===== src/rtl/sdram_pm_pkg.sv =====
package sdram_pm_pkg;
  typedef enum logic [2:0] {
    PM_UP,
    PM_PD,
    PM_SETTLE,
    PM_SR,
    PM_LEAD,
    PM_EXIT
  } pm_state_e;

  localparam logic [1:0] PWR_UP   = 2'd0;
  localparam logic [1:0] PWR_PD   = 2'd1;
  localparam logic [1:0] PWR_SR   = 2'd2;
  localparam logic [1:0] PWR_WAKE = 2'd3;
endpackage


===== src/rtl/sdram_pm_idle_timer.sv =====
module sdram_pm_idle_timer #(
  parameter int IDLE_W = 8
) (
  input  logic              clk,
  input  logic              rst_n,
  input  logic              run,
  input  logic              activity,
  input  logic              enable,
  input  logic [IDLE_W-1:0] period,
  output logic              expire
);
  logic [IDLE_W-1:0] cnt_q;
  logic              armed;

  assign armed  = enable && (period != '0);
  assign expire = run && armed && !activity && (cnt_q >= period - 1'b1);

  always_ff @(posedge clk) begin
    if (!rst_n) begin
      cnt_q <= '0;
    end else if (!run || activity || !armed || expire) begin
      cnt_q <= '0;
    end else begin
      cnt_q <= cnt_q + 1'b1;
    end
  end
endmodule


===== src/rtl/sdram_pm_delay.sv =====
module sdram_pm_delay #(
  parameter int DLY_W = 8
) (
  input  logic             clk,
  input  logic             rst_n,
  input  logic             clr,
  input  logic [DLY_W-1:0] target,
  output logic             done
);
  logic [DLY_W-1:0] cnt_q;

  assign done = (cnt_q >= target);

  always_ff @(posedge clk) begin
    if (!rst_n || clr) begin
      cnt_q <= '0;
    end else if (!done) begin
      cnt_q <= cnt_q + 1'b1;
    end
  end
endmodule


===== src/rtl/sdram_pwr_mgr.sv =====
module sdram_pwr_mgr
  import sdram_pm_pkg::*;
#(
  parameter int IDLE_W     = 8,
  parameter int EXIT_W     = 8,
  parameter int SETTLE_CYC = 4,
  parameter int LEAD_CYC   = 2
) (
  input  logic              clk,
  input  logic              rst_n,
  input  logic              cfg_auto_pd,
  input  logic [IDLE_W-1:0] cfg_idle_prd,
  input  logic              cfg_clk_stop_en,
  input  logic [EXIT_W-1:0] cfg_exit_dly,
  input  logic              acc_req,
  input  logic              ref_pend,
  input  logic              sr_req,
  input  logic              wake_req,
  output logic [1:0]        pwr_state,
  output logic              mem_clk_en,
  output logic              sr_ack,
  output logic              wake_ack,
  output logic              cmd_pde,
  output logic              cmd_pdx,
  output logic              cmd_sre,
  output logic              cmd_srx
);
  localparam int SL_MAX = (SETTLE_CYC > LEAD_CYC) ? SETTLE_CYC : LEAD_CYC;
  localparam int SL_W   = $clog2(SL_MAX + 1);
  localparam int DLY_W  = (EXIT_W > SL_W) ? EXIT_W : SL_W;
  localparam logic [DLY_W-1:0] SETTLE_TGT = DLY_W'(SETTLE_CYC - 1);
  localparam logic [DLY_W-1:0] LEAD_TGT   = DLY_W'(LEAD_CYC - 1);

  pm_state_e        st_q, st_d;
  logic             clk_en_q, clk_en_d;
  logic             pde_q, pdx_q, sre_q, srx_q, wack_q;
  logic             pde_d, pdx_d, sre_d, srx_d, wack_d;
  logic             idle_exp;
  logic             dly_done;
  logic             dly_clr;
  logic [DLY_W-1:0] dly_tgt;

  sdram_pm_idle_timer #(.IDLE_W(IDLE_W)) u_idle (
    .clk      (clk),
    .rst_n    (rst_n),
    .run      (st_q == PM_UP),
    .activity (acc_req || ref_pend),
    .enable   (cfg_auto_pd),
    .period   (cfg_idle_prd),
    .expire   (idle_exp)
  );

  always_comb begin
    case (st_q)
      PM_SETTLE: dly_tgt = SETTLE_TGT;
      PM_LEAD:   dly_tgt = LEAD_TGT;
      default:   dly_tgt = DLY_W'(cfg_exit_dly);
    endcase
  end

  assign dly_clr = (st_d != st_q);

  sdram_pm_delay #(.DLY_W(DLY_W)) u_dly (
    .clk    (clk),
    .rst_n  (rst_n),
    .clr    (dly_clr),
    .target (dly_tgt),
    .done   (dly_done)
  );

  // Next-state and command decode; commands are registered with the state.
  always_comb begin
    st_d     = st_q;
    clk_en_d = clk_en_q;
    pde_d    = 1'b0;
    pdx_d    = 1'b0;
    sre_d    = 1'b0;
    srx_d    = 1'b0;
    wack_d   = 1'b0;
    case (st_q)
      PM_UP: begin
        if (sr_req) begin
          st_d  = PM_SETTLE;
          sre_d = 1'b1;
        end else if (idle_exp) begin
          st_d  = PM_PD;
          pde_d = 1'b1;
        end
      end
      PM_PD: begin
        if (acc_req || sr_req) begin
          st_d  = PM_UP;
          pdx_d = 1'b1;
        end
      end
      PM_SETTLE: begin
        if (dly_done) begin
          st_d = PM_SR;
          if (cfg_clk_stop_en) clk_en_d = 1'b0;
        end
      end
      PM_SR: begin
        if (wake_req) begin
          if (clk_en_q) begin
            st_d  = PM_EXIT;
            srx_d = 1'b1;
          end else begin
            st_d     = PM_LEAD;
            clk_en_d = 1'b1;
          end
        end
      end
      PM_LEAD: begin
        if (dly_done) begin
          st_d  = PM_EXIT;
          srx_d = 1'b1;
        end
      end
      PM_EXIT: begin
        if (dly_done) begin
          st_d   = PM_UP;
          wack_d = 1'b1;
        end
      end
      default: st_d = PM_UP;
    endcase
  end

  always_ff @(posedge clk) begin
    if (!rst_n) begin
      st_q     <= PM_UP;
      clk_en_q <= 1'b1;
      pde_q    <= 1'b0;
      pdx_q    <= 1'b0;
      sre_q    <= 1'b0;
      srx_q    <= 1'b0;
      wack_q   <= 1'b0;
    end else begin
      st_q     <= st_d;
      clk_en_q <= clk_en_d;
      pde_q    <= pde_d;
      pdx_q    <= pdx_d;
      sre_q    <= sre_d;
      srx_q    <= srx_d;
      wack_q   <= wack_d;
    end
  end

  always_comb begin
    case (st_q)
      PM_UP:   pwr_state = PWR_UP;
      PM_PD:   pwr_state = PWR_PD;
      PM_EXIT: pwr_state = PWR_WAKE;
      default: pwr_state = PWR_SR;
    endcase
  end

  assign mem_clk_en = clk_en_q;
  assign sr_ack     = (st_q == PM_SR);
  assign wake_ack   = wack_q;
  assign cmd_pde    = pde_q;
  assign cmd_pdx    = pdx_q;
  assign cmd_sre    = sre_q;
  assign cmd_srx    = srx_q;

  AST_CMD_ONEHOT: assert property (@(posedge clk) disable iff (!rst_n)
    $onehot0({cmd_pde, cmd_pdx, cmd_sre, cmd_srx, wake_ack}));
  AST_PDE_GATED: assert property (@(posedge clk) disable iff (!rst_n)
    cmd_pde |-> $past(cfg_auto_pd) && ($past(cfg_idle_prd) != '0));
  AST_PDX_ON_ACCESS: assert property (@(posedge clk) disable iff (!rst_n)
    (st_q == PM_PD && acc_req) |=> (cmd_pdx && pwr_state == PWR_UP));
  AST_SRE_FROM_UP: assert property (@(posedge clk) disable iff (!rst_n)
    (st_q == PM_UP && sr_req) |=> (cmd_sre && pwr_state == PWR_SR));
  AST_CLK_ONLY_SR: assert property (@(posedge clk) disable iff (!rst_n)
    !mem_clk_en |-> sr_ack);
  AST_SR_STAYS: assert property (@(posedge clk) disable iff (!rst_n)
    (sr_ack && !wake_req) |=> (sr_ack && !cmd_srx));
  AST_WACK_AFTER_WAKE: assert property (@(posedge clk) disable iff (!rst_n)
    wake_ack |-> (pwr_state == PWR_UP && $past(pwr_state) == PWR_WAKE));
endmodule


===== config.mk =====
export PLATFORM = sky130hd
export DESIGN_NAME = sdram_pwr_mgr
export DESIGN_NICKNAME = d
export VERILOG_FILES = /design/src/rtl/sdram_pm_pkg.sv /design/src/rtl/sdram_pm_idle_timer.sv /design/src/rtl/sdram_pm_delay.sv /design/src/rtl/sdram_pwr_mgr.sv
export SDC_FILE = /design/constraint.sdc
export NUM_CORES = 1
export LEC_CHECK = 0
export CORE_ASPECT_RATIO = 0.6
export CORE_UTILIZATION = 30
export DETAILED_ROUTE_END_ITERATION = 8
export GPL_TIMING_DRIVEN = 0
export PLACE_DENSITY = 0.61
export SYNTH_ARGS = -nofsm -noshare
export SYNTH_HDL_FRONTEND = slang
export SYNTH_SLANG_ARGS = --single-unit
export TNS_END_PERCENT = 100

===== constraint.sdc =====
create_clock -name clk -period 3.8 [get_ports clk]
set_clock_uncertainty 0.05 [all_clocks]
set_input_delay 0.57 -clock clk [delete_from_list [all_inputs] [get_ports clk]]
set_output_delay 0.57 -clock clk [all_outputs]
set_load 0.1 [all_outputs]

==> flow_summary.toml, run 1 <==
[run_status]
status = "completed"

[pwr]
p_total_uw = 554
powerDensity_mw_per_mm2 = 257
ir_drop_mv = 0.114
leakagePower_uw = 0.000856

[synthesis]
yosys.area.top_type_share_pct = 29.3
synth_edf_count = 0
async_flop_share_pct = 0
yosys-top-cells-area = "dfxtp_1 29%, ha_1 15%, nor2_1 6.4%"
synth-main-ff-cell = "dfxtp_1"
synthDistinctLibCells = 40
synth_fp_nets = 244
synth.avg_cell_area_um2 = 8.53
netlist_instances = 200
synth_seq_cells = 25
yosys_warnings = 0
synth_area_leader_cell = "dfxtp_1"
synth_area_mm2 = 0.00171
yosysSeqAreaShare_pct = 29.3

[timing]
slew_headroom_pct = 34.1
fin_crit_ps = 3210
tightestPinTransition_ps = 985
max_freq_mhz = 311
rsz0062_at_grt = "no"
finalHoldViolCount = 0
setup_viol = 0
tns_ps = 0
worst_slack_ps = 588
timing.final.crit_share_pct = 84.5
maxSlewViolCount = 0

[layout]
multiInputGateArea_mm2 = 0.00114
nets = 281
regArea_um2 = 500
area_growth_pct = 26.3
diodes = 0
fillers = 509
drive_gt1_share_pct = 6.78

[drt]
postRouteAntennaNets = 0
vias = 1401
routedWlPerCell_um = 11.6
wl_mm = 3.52
viasPerCell = 4.64
drc_errors = 0
dr.pass1.iters = 4
drtIter0Drc = 52

[clock_tree]
cts_tree = "yes"
htreeDepth = 1
clock_latency_ps = 270
cts_sinks = 25
cts_buffers = 3
post_cts.repair.setup_buffers = 0
clk_path_buf_depth = 2
cts_resized = 0
path_clk_slew_ps = 90
holdBufCountCts = 0
clock-root-buffer = "clkbuf_8"

[critical_path]
arrival_ps = 2590
critPathMaxFanout = 10
crit_type = "flip-flop to output pin"
endpoint_kind = "output pin"
worst_setup_path_start_kind = "flip-flop"
cp.required_ps = 3180

[global_route]
grt_antenna_before_repair = 0
grtUsageTotal_pct = 12.9
grt_pass1_vias = 1273
grt_first_pass_wirelength_mm = 6.07
grt_max_degree = 15
grt_remaining_overflow = 0

[place]
dp_hpwl_mm = 2.88
dp_slack_ps = 506
portBuffers = 32
gp_congestion = 0.775

[die]
core-area_mm2 = 0.00526
die_w_um = 99.4
start_util_pct = 32.5
die_area_mm2 = 0.00600
ios = 33
die_height_um = 60.4
rows = 20

[run]
drv_cap = 0

[min_path]
hold_path_class = "flip-flop to flip-flop"
[cell families after synthesis]
logic type                 after synthesis  share of synthesized area [%]
buffers and inverters                   16                           4.03
adders and majority gates               20                           14.7
DFF                                     25                           29.3
xor gates and xnor gates                19                           9.75
AOI/OAI and AO/OA                       29                           13.9
muxes                                    1                          0.587
and+or+nand+nor                         90                           27.8
[Yosys cell counts (2+ instances only)]
library cell  count
nor2_1           29
dfxtp_1          25
ha_1             20
nand2_1          20
xnor2_1          12
inv_1            11
a21oi_1          10
nand3_1           8
xor2_1            7
nor3_1            6
nand2b_1          4
nand4_1           4
nor2b_1           4
and3_1            3
clkbuf_1          3
nor3_2            3
o21ai_0           3
a21o_1            2
a31oi_1           2
and2_1            2
o21a_1            2
o22ai_1           2
[final cells by class]
cell class                      instances  share of cell area, %
Buffer                                  5                   1.28
Sequential cell                        25                   23.2
Clock buffer                            3                   1.92
Tap cell                               66                   3.83
Timing Repair Buffer                   32                   14.9
Clock inverter                          1                  0.232
Multi-Input combinational cell        159                   52.8
Inverter                               11                   1.92
[power by group]
| part | switching, uW | total (uW) | internal, uW |
|---|---|---|---|
| logic | 64.5 | 125 | 60.0 |
| registers | 3.35 | 270 | 266 |
| clock network | 86.1 | 160 | 73.4 |
| total | 154 | 554 | 400 |
[final timing paths]
path / depth (start not counted) / from / slack [ps] / endpoint
worst min register to register: 1 / u_idle.cnt_q[0] / 450 / u_idle.cnt_q[0]
worst max-delay path: 4 / st_q[0] / 590 / pwr_state[0]
worst min-delay path: 1 / u_idle.cnt_q[0] / 450 / u_idle.cnt_q[0]
worst max register to register: 11 / st_q[0] / 710 / u_dly.cnt_q[1]
[layout by cell type, fill, tap and decap left out, types with 2 or more instances in the layout]
master / n
nand2_1: 20
and3_1: 3
a31oi_1: 2
xnor2_1: 12
dfxtp_1: 25
ha_1: 20
nand4_1: 4
and2_1: 2
clkbuf_8: 3
nor3_1: 6
nand3_1: 8
nor3_2: 3
o22ai_1: 2
xor2_1: 7
o21ai_0: 3
a21oi_1: 10
inv_1: 11
nor2_1: 29
clkbuf_1: 3
a21o_1: 2
nor2b_1: 4
nand2b_1: 4
clkdlybuf4s50_1: 32
o21a_1: 2
[per-layer routing]
metal / up-vias / global-route usage [%] / part of all wire (%)
li1: 766 / - / -
met1: 605 / 20.2 / 60
met2: 28 / 17.0 / 35
met3: 2 / 3.57 / 5.3
met4: 0 / 2.52 / 0.48
met5: - / 0 / 0
[flip-flops by register name (all words and copies together), names as in the netlist]
signal,cells
cmd_pde,1
cmd_pdx,1
cmd_sre,1
cmd_srx,1
mem_clk_en,1
st_q,3
u_dly.cnt_q,8
u_idle.cnt_q,8
wake_ack,1
[metrics by stage]
stage          hold slack, ps  cell area [um2]  instances  utilization, %
6_report                  448             2160        302            41.0
5_1_grt                   479             2160        302            41.0
4_1_cts                   448             2160        302            41.0
3_5_place_dp              426             2110        298            40.1
3_3_place_gp              421             2110        298            40.1
2_1_floorplan             391             1710        200               -
[critical path, stage by stage, from the launching register on]
cell,delay [ps]
dfxtp_1,320
clkbuf_1,260
clkbuf_1,380
nor2b_1,200
clkdlybuf4s50_1,1150
(Power assumes the default switching activity.)
==> inputs of run 2 (changes only) <==
Clock period 3.8 ns to 3 ns, I/O delays scaled along.
==> run 2 against run 1 <==
Worst hold slack is essentially flat. Routed wire length rose by 0.57%. Clock power rose by 27%. Setup slack worse by 460 ps. Via count rose by 0.43%. Final cell count did not move. Sequential share of layout area down 0.23 points. Register-to-register slack worse by 460 ps. Critical endpoint unchanged. Largest cell class unchanged. Largest power group unchanged.
==> flow_summary.toml, run 2 (same netlist as run 1, synthesis figures left out) <==
[run_status]
status = "completed"

[global_route]
grtUsageMet1_pct = 20.4
grt_max_degree = 15
grt_pass1_vias = 1280
grt_first_pass_wirelength_mm = 6.10
grt_remaining_overflow = 0
grt_util_met2_pct = 17.0
top_usage_layer = "met1"
grt_antenna_before_repair = 0
grtUsageTotal_pct = 12.9
use_met3_pct = 3.57

[drt]
routedWlPerCell_um = 11.7
wl_mm = 3.54
postRouteAntennaNets = 0
dr.pass1.iters = 4
drc_errors = 0
vias = 1407
drtIter0Drc = 46
viasPerCell = 4.66

[layout]
layout.cells.non_filler = 302
final_cell_mix = "32 x clkdlybuf4s50_1, 29 x nor2_1, 25 x dfxtp_1"
nets = 281
final_common_cell = "clkdlybuf4s50_1"
fin_util_pct = 41.4
drive_gt1_share_pct = 9.32
diodes = 0
reg_top3 = "u_dly.cnt_q x8, u_idle.cnt_q x8, st_q x3"
area_growth_pct = 27.6

[critical_path]
cp_cell_sequence = "clkbuf_2, nor2b_1, clkdlybuf4s50_1"
cp_top_family = "buffers and inverters"
arrival_ps = 2370
slowest_delay_ps = 1150
crit_type = "flip-flop to output pin"
worst_setup_path_start_kind = "flip-flop"
endpoint_kind = "output pin"
critPathMaxFanout = 10
cp.required_ps = 2500
critPathBufInv = 2
slowest_stage = "clkdlybuf4s50_1"

[pwr]
powerDensity_mw_per_mm2 = 324
p_total_uw = 706
leakagePower_uw = 0.000878
ir_drop_mv = 0.146

[clock_tree]
cts_buffers = 3
holdBufCountCts = 0
htreeDepth = 1
cts_tree = "yes"
path_clk_slew_ps = 100
clock-root-buffer = "clkbuf_8"
clk_path_buf_depth = 2
clock_latency_ps = 270
cts_sinks = 25

[place]
dp_slack_ps = -174
dp_hpwl_mm = 2.88
portBuffers = 32
dp_cells = 298
gp_congestion = 0.775

[die]
die_height_um = 60.4
core-area_mm2 = 0.00526
start_util_pct = 32.5
die_w_um = 99.4
ios = 33
die_area_mm2 = 0.00600
rows = 20

[timing]
maxSlewViolCount = 0
slew_headroom_pct = 34.1
setup_viol = 0
timing.final.crit_share_pct = 95.8
tightestPinTransition_ps = 985
hold_ws_ps = 448
max_freq_mhz = 348
finalHoldViolCount = 0
worst_slack_ps = 125
rsz0062_at_grt = "yes"
fin_crit_ps = 2870

[min_path]
hold_path_class = "flip-flop to flip-flop"

[run]
drv_cap = 0
==> run 2: cell types whose count changed in the layout (fill, tap and decap cells not counted) <==
cell	delta
o22ai_2	+1
clkbuf_1	-3
a21o_1	-1
a21o_2	+1
buf_4	+2
clkbuf_2	+1
o22ai_1	-1
nor3_2	+1
nor3_1	-1
==> run 2: worst paths after layout <==
kind	start	end	slack, ps	cells after the start
worst max register to register	st_q[0]	u_dly.cnt_q[1]	250	11
worst max-delay path	st_q[0]	pwr_state[0]	130	3
worst min-delay path	u_idle.cnt_q[0]	u_idle.cnt_q[0]	450	1
worst min register to register	u_idle.cnt_q[0]	u_idle.cnt_q[0]	450	1
==> run 2: metal layers <==
layer,wire length [um],share of wire [%],vias to the layer above
li1,-,-,762
met1,2150,61,628
met2,1240,35,15
met3,123,3.5,2
met4,17,0.48,0
met5,0,0,-
==> run 2: timing repair <==
action,CTS,global route
hold endpoints to repair,0,0
setup buffers,1,1
endpoints found under the setup margin,9,14
resized for setup,1,3
pin swaps,1,0
==> run 2: where the power goes <==
group	switching, uW	total, uW	internal (uW)
Clock	110	203	93.0
Sequential	4.63	342	337
Combinational	82.7	161	78.1
Total	197	706	508
==> run 2: cell type report <==
| cell class | count | area, um2 |
|---|---|---|
| clock inverters | 1 | 5.00 |
| plain buffers | 3 | 21.3 |
| repair buffers | 34 | 335 |
| flip-flops and latches | 25 | 500 |
| fillers | 508 | 3080 |
| well taps | 66 | 82.6 |
| multi-input cells | 159 | 1150 |
| clock buffers | 3 | 41.3 |
| inverters | 11 | 41.3 |
==> run 2: metrics by stage <==
stage,area [um2],TNS (ps)
2_1_floorplan,1710,0
3_3_place_gp,2110,-1830
3_5_place_dp,2110,-1340
4_1_cts,2160,0
5_1_grt,2180,-6.15
6_report,2180,0
==> inputs of run 3 (changes only) <==
Settings changed: CORE_MARGIN set to 1.5, CTS_CLUSTER_SIZE set to 25.
==> run 3 against run 2 <==
Final cell count up 0.66%. Non-clock buffer count fell by 1. Critical path type is now input port to flip-flop. Global-route usage shrank 0.34 points. Flip-flop and latch count did not move. Highest routed layer unchanged. Die area up 2.7%. Core utilization down 1.6 points. Sequential power about the same. Clock power shrank 3%. Largest cell class unchanged.
==> flow_summary.toml, run 3 (same netlist as run 1, synthesis figures left out) <==
[pwr]
p_int_uw = 511
swShare_pct = 27.2
leakagePower_uw = 0.000894
switchingPower_uw = 191
ir_drop_mv = 0.144
clock_power_share_pct = 28.1
p_seq_share_pct = 48.7
combPwrFrac_pct = 23.2
powerDensity_mw_per_mm2 = 320
p_total_uw = 702

[global_route]
grt_remaining_overflow = 0
grt_max_degree = 14
grt_antenna_before_repair = 0
top_usage_layer = "met1"
grt_first_pass_wirelength_mm = 6.11
use_met3_pct = 3.06
grtUsageMet1_pct = 18.9
grt_pass1_vias = 1326
grt_util_met2_pct = 17.9
grtUsageTotal_pct = 12.6

[critical_path]
cp_cell_sequence = "clkdlybuf4s50_1, inv_1, ha_1, xnor2_1, ha_1, and3_1, o21ai_0, a31oi_2, o211ai_2, a32oi_4, nor2_1"
reg2reg_depth = 11
r2r_start = "st_q[1]"
crit_path_frequent_cell = "ha_1"
crit_type = "input port to flip-flop"
arrival_ps = 2920
r2r-end = "u_dly.cnt_q[3]"
worst_setup_path_start_kind = "input port"
slowest_stage = "clkdlybuf4s50_1"
slowest_delay_ps = 510
critPathMaxFanout = 8
r2r_slack_ps = 270
endpoint_kind = "flip-flop"
cp.required_ps = 3160

[die]
die_height_um = 61.4
rows = 21
ios = 33
die_w_um = 100
start_util_pct = 30.9
die_area_mm2 = 0.00617
core-area_mm2 = 0.00552

[timing]
setup_viol = 0
slew_headroom_pct = 34.9
rsz0062_at_grt = "no"
maxSlewViolCount = 0
tightestPinTransition_ps = 975
max_freq_mhz = 361
timing.final.crit_share_pct = 92.3
finalHoldViolCount = 0
fin_crit_ps = 2770

[place]
dp_hpwl_mm = 2.89
portBuffers = 32
dp_cells = 301
gp_congestion = 0.811
dpl_cell_area_mm2 = 0.00211

[layout]
final_common_cell = "clkdlybuf4s50_1"
area_growth_pct = 28.8
layout.cells.non_filler = 304
reg_top3 = "u_dly.cnt_q x8, u_idle.cnt_q x8, st_q x3"
drive_gt1_share_pct = 9.36
diodes = 0
nets = 280
final_area_mm2 = 0.00220
fillers = 561
final_cell_mix = "30 x clkdlybuf4s50_1, 29 x nor2_1, 24 x dfxtp_1"

[drt]
routedWlPerCell_um = 12.0
wl_mm = 3.65
vias = 1428
drc_errors = 0
postRouteAntennaNets = 0
viasPerCell = 4.70
dr.pass1.iters = 4
drtIter0Drc = 76

[min_path]
hold_path_class = "flip-flop to flip-flop"
min_delay_path_depth = 1
hold_start = "u_idle.cnt_q[0]"
hold_end = "u_idle.cnt_q[0]"

[clock_tree]
path_clk_slew_ps = 80
htreeDepth = 1
cts_tree = "yes"
clock-root-buffer = "clkbuf_8"
clk_path_buf_depth = 2
clock_latency_ps = 260
cts_buffers = 3
cts_sinks = 25

[run]
drv_cap = 0

[run_status]
status = "completed"
run 3: cell types whose count changed in the layout (fill, tap and decap cells not counted), sizes merged:
cell and change:
clkbuf +1, buf -1, clkinv -1, dlymetal6s2s +1, clkdlybuf4s50 -2, dlygate4sd2 +1
run 3: area by class of cell:
cell class / instances / area [um2] / share of cell area, %
buffer: 3 / 21.3 / 0.968
tap: 69 / 86.3 / 3.93
multi-input combinational: 159 / 1170 / 53.4
timing repair buffer: 33 / 329 / 15.0
sequential: 25 / 502 / 22.8
inverter: 11 / 41.3 / 1.88
clock buffer: 4 / 45.0 / 2.05
run 3: what timing repair did:
| action | CTS | global route |
|---|---|---|
| setup buffers | 0 | 1 |
| hold buffers | 0 | 0 |
| resized for setup | 2 | 7 |
| setup endpoints to repair | 9 | 19 |
| pin swaps | 0 | 3 |
run 3: metrics by stage:
stage / TNS [ps] / setup slack, ps / hold WS, ps / utilization [%]
after global placement: -1470 / -189 / 420 / 38.3
after CTS: 0 / 26.1 / 455 / 39.1
final: 0 / 232 / 448 / 39.8
after detailed placement: -1510 / -197 / 433 / 38.3
after floorplan: 0 / 337 / 391 / -
after global routing: 0 / 20.0 / 487 / 39.8
run 3: per-layer routing:
metal / wire [um] / part of all wire (%)
met2: 1370 / 38
met3: 122 / 3.3
met5: 0 / 0
met1: 2130 / 58
met4: 25 / 0.68
run 3: worst max-delay path, delay by kind of cell:
kind / cells / cell delay [ps]
buf+inv: 2 / 610
compound gates: 4 / 860
fa+ha+maj: 2 / 540
simple gates: 2 / 330
xor+xnor: 1 / 140
run 3: power by group through the flow:
stage / clock (uW) / sequential (uW) / combinational (uW)
5_1_grt: 223 / 343 / 179
6_report: 197 / 342 / 163
2_1_floorplan: 0 / 355 / 94.7
3_3_place_gp: 0 / 349 / 157
4_1_cts: 211 / 342 / 159
3_5_place_dp: 0 / 349 / 158
run 3: how the worst max path moves through the flow:
stage / start / end / slack, ps / depth (start not counted)
floorplan: st_q[0] / pwr_state[0] / 340 / 3
global placement: cfg_idle_prd[2] / u_dly.cnt_q[0] / -190 / 10
detailed placement: cfg_idle_prd[3] / u_dly.cnt_q[3] / -200 / 10
CTS: st_q[0] / u_dly.cnt_q[3] / 30 / 10
global route: cfg_idle_prd[3] / u_dly.cnt_q[2] / 20 / 10
finish: cfg_idle_prd[0] / u_dly.cnt_q[3] / 230 / 11
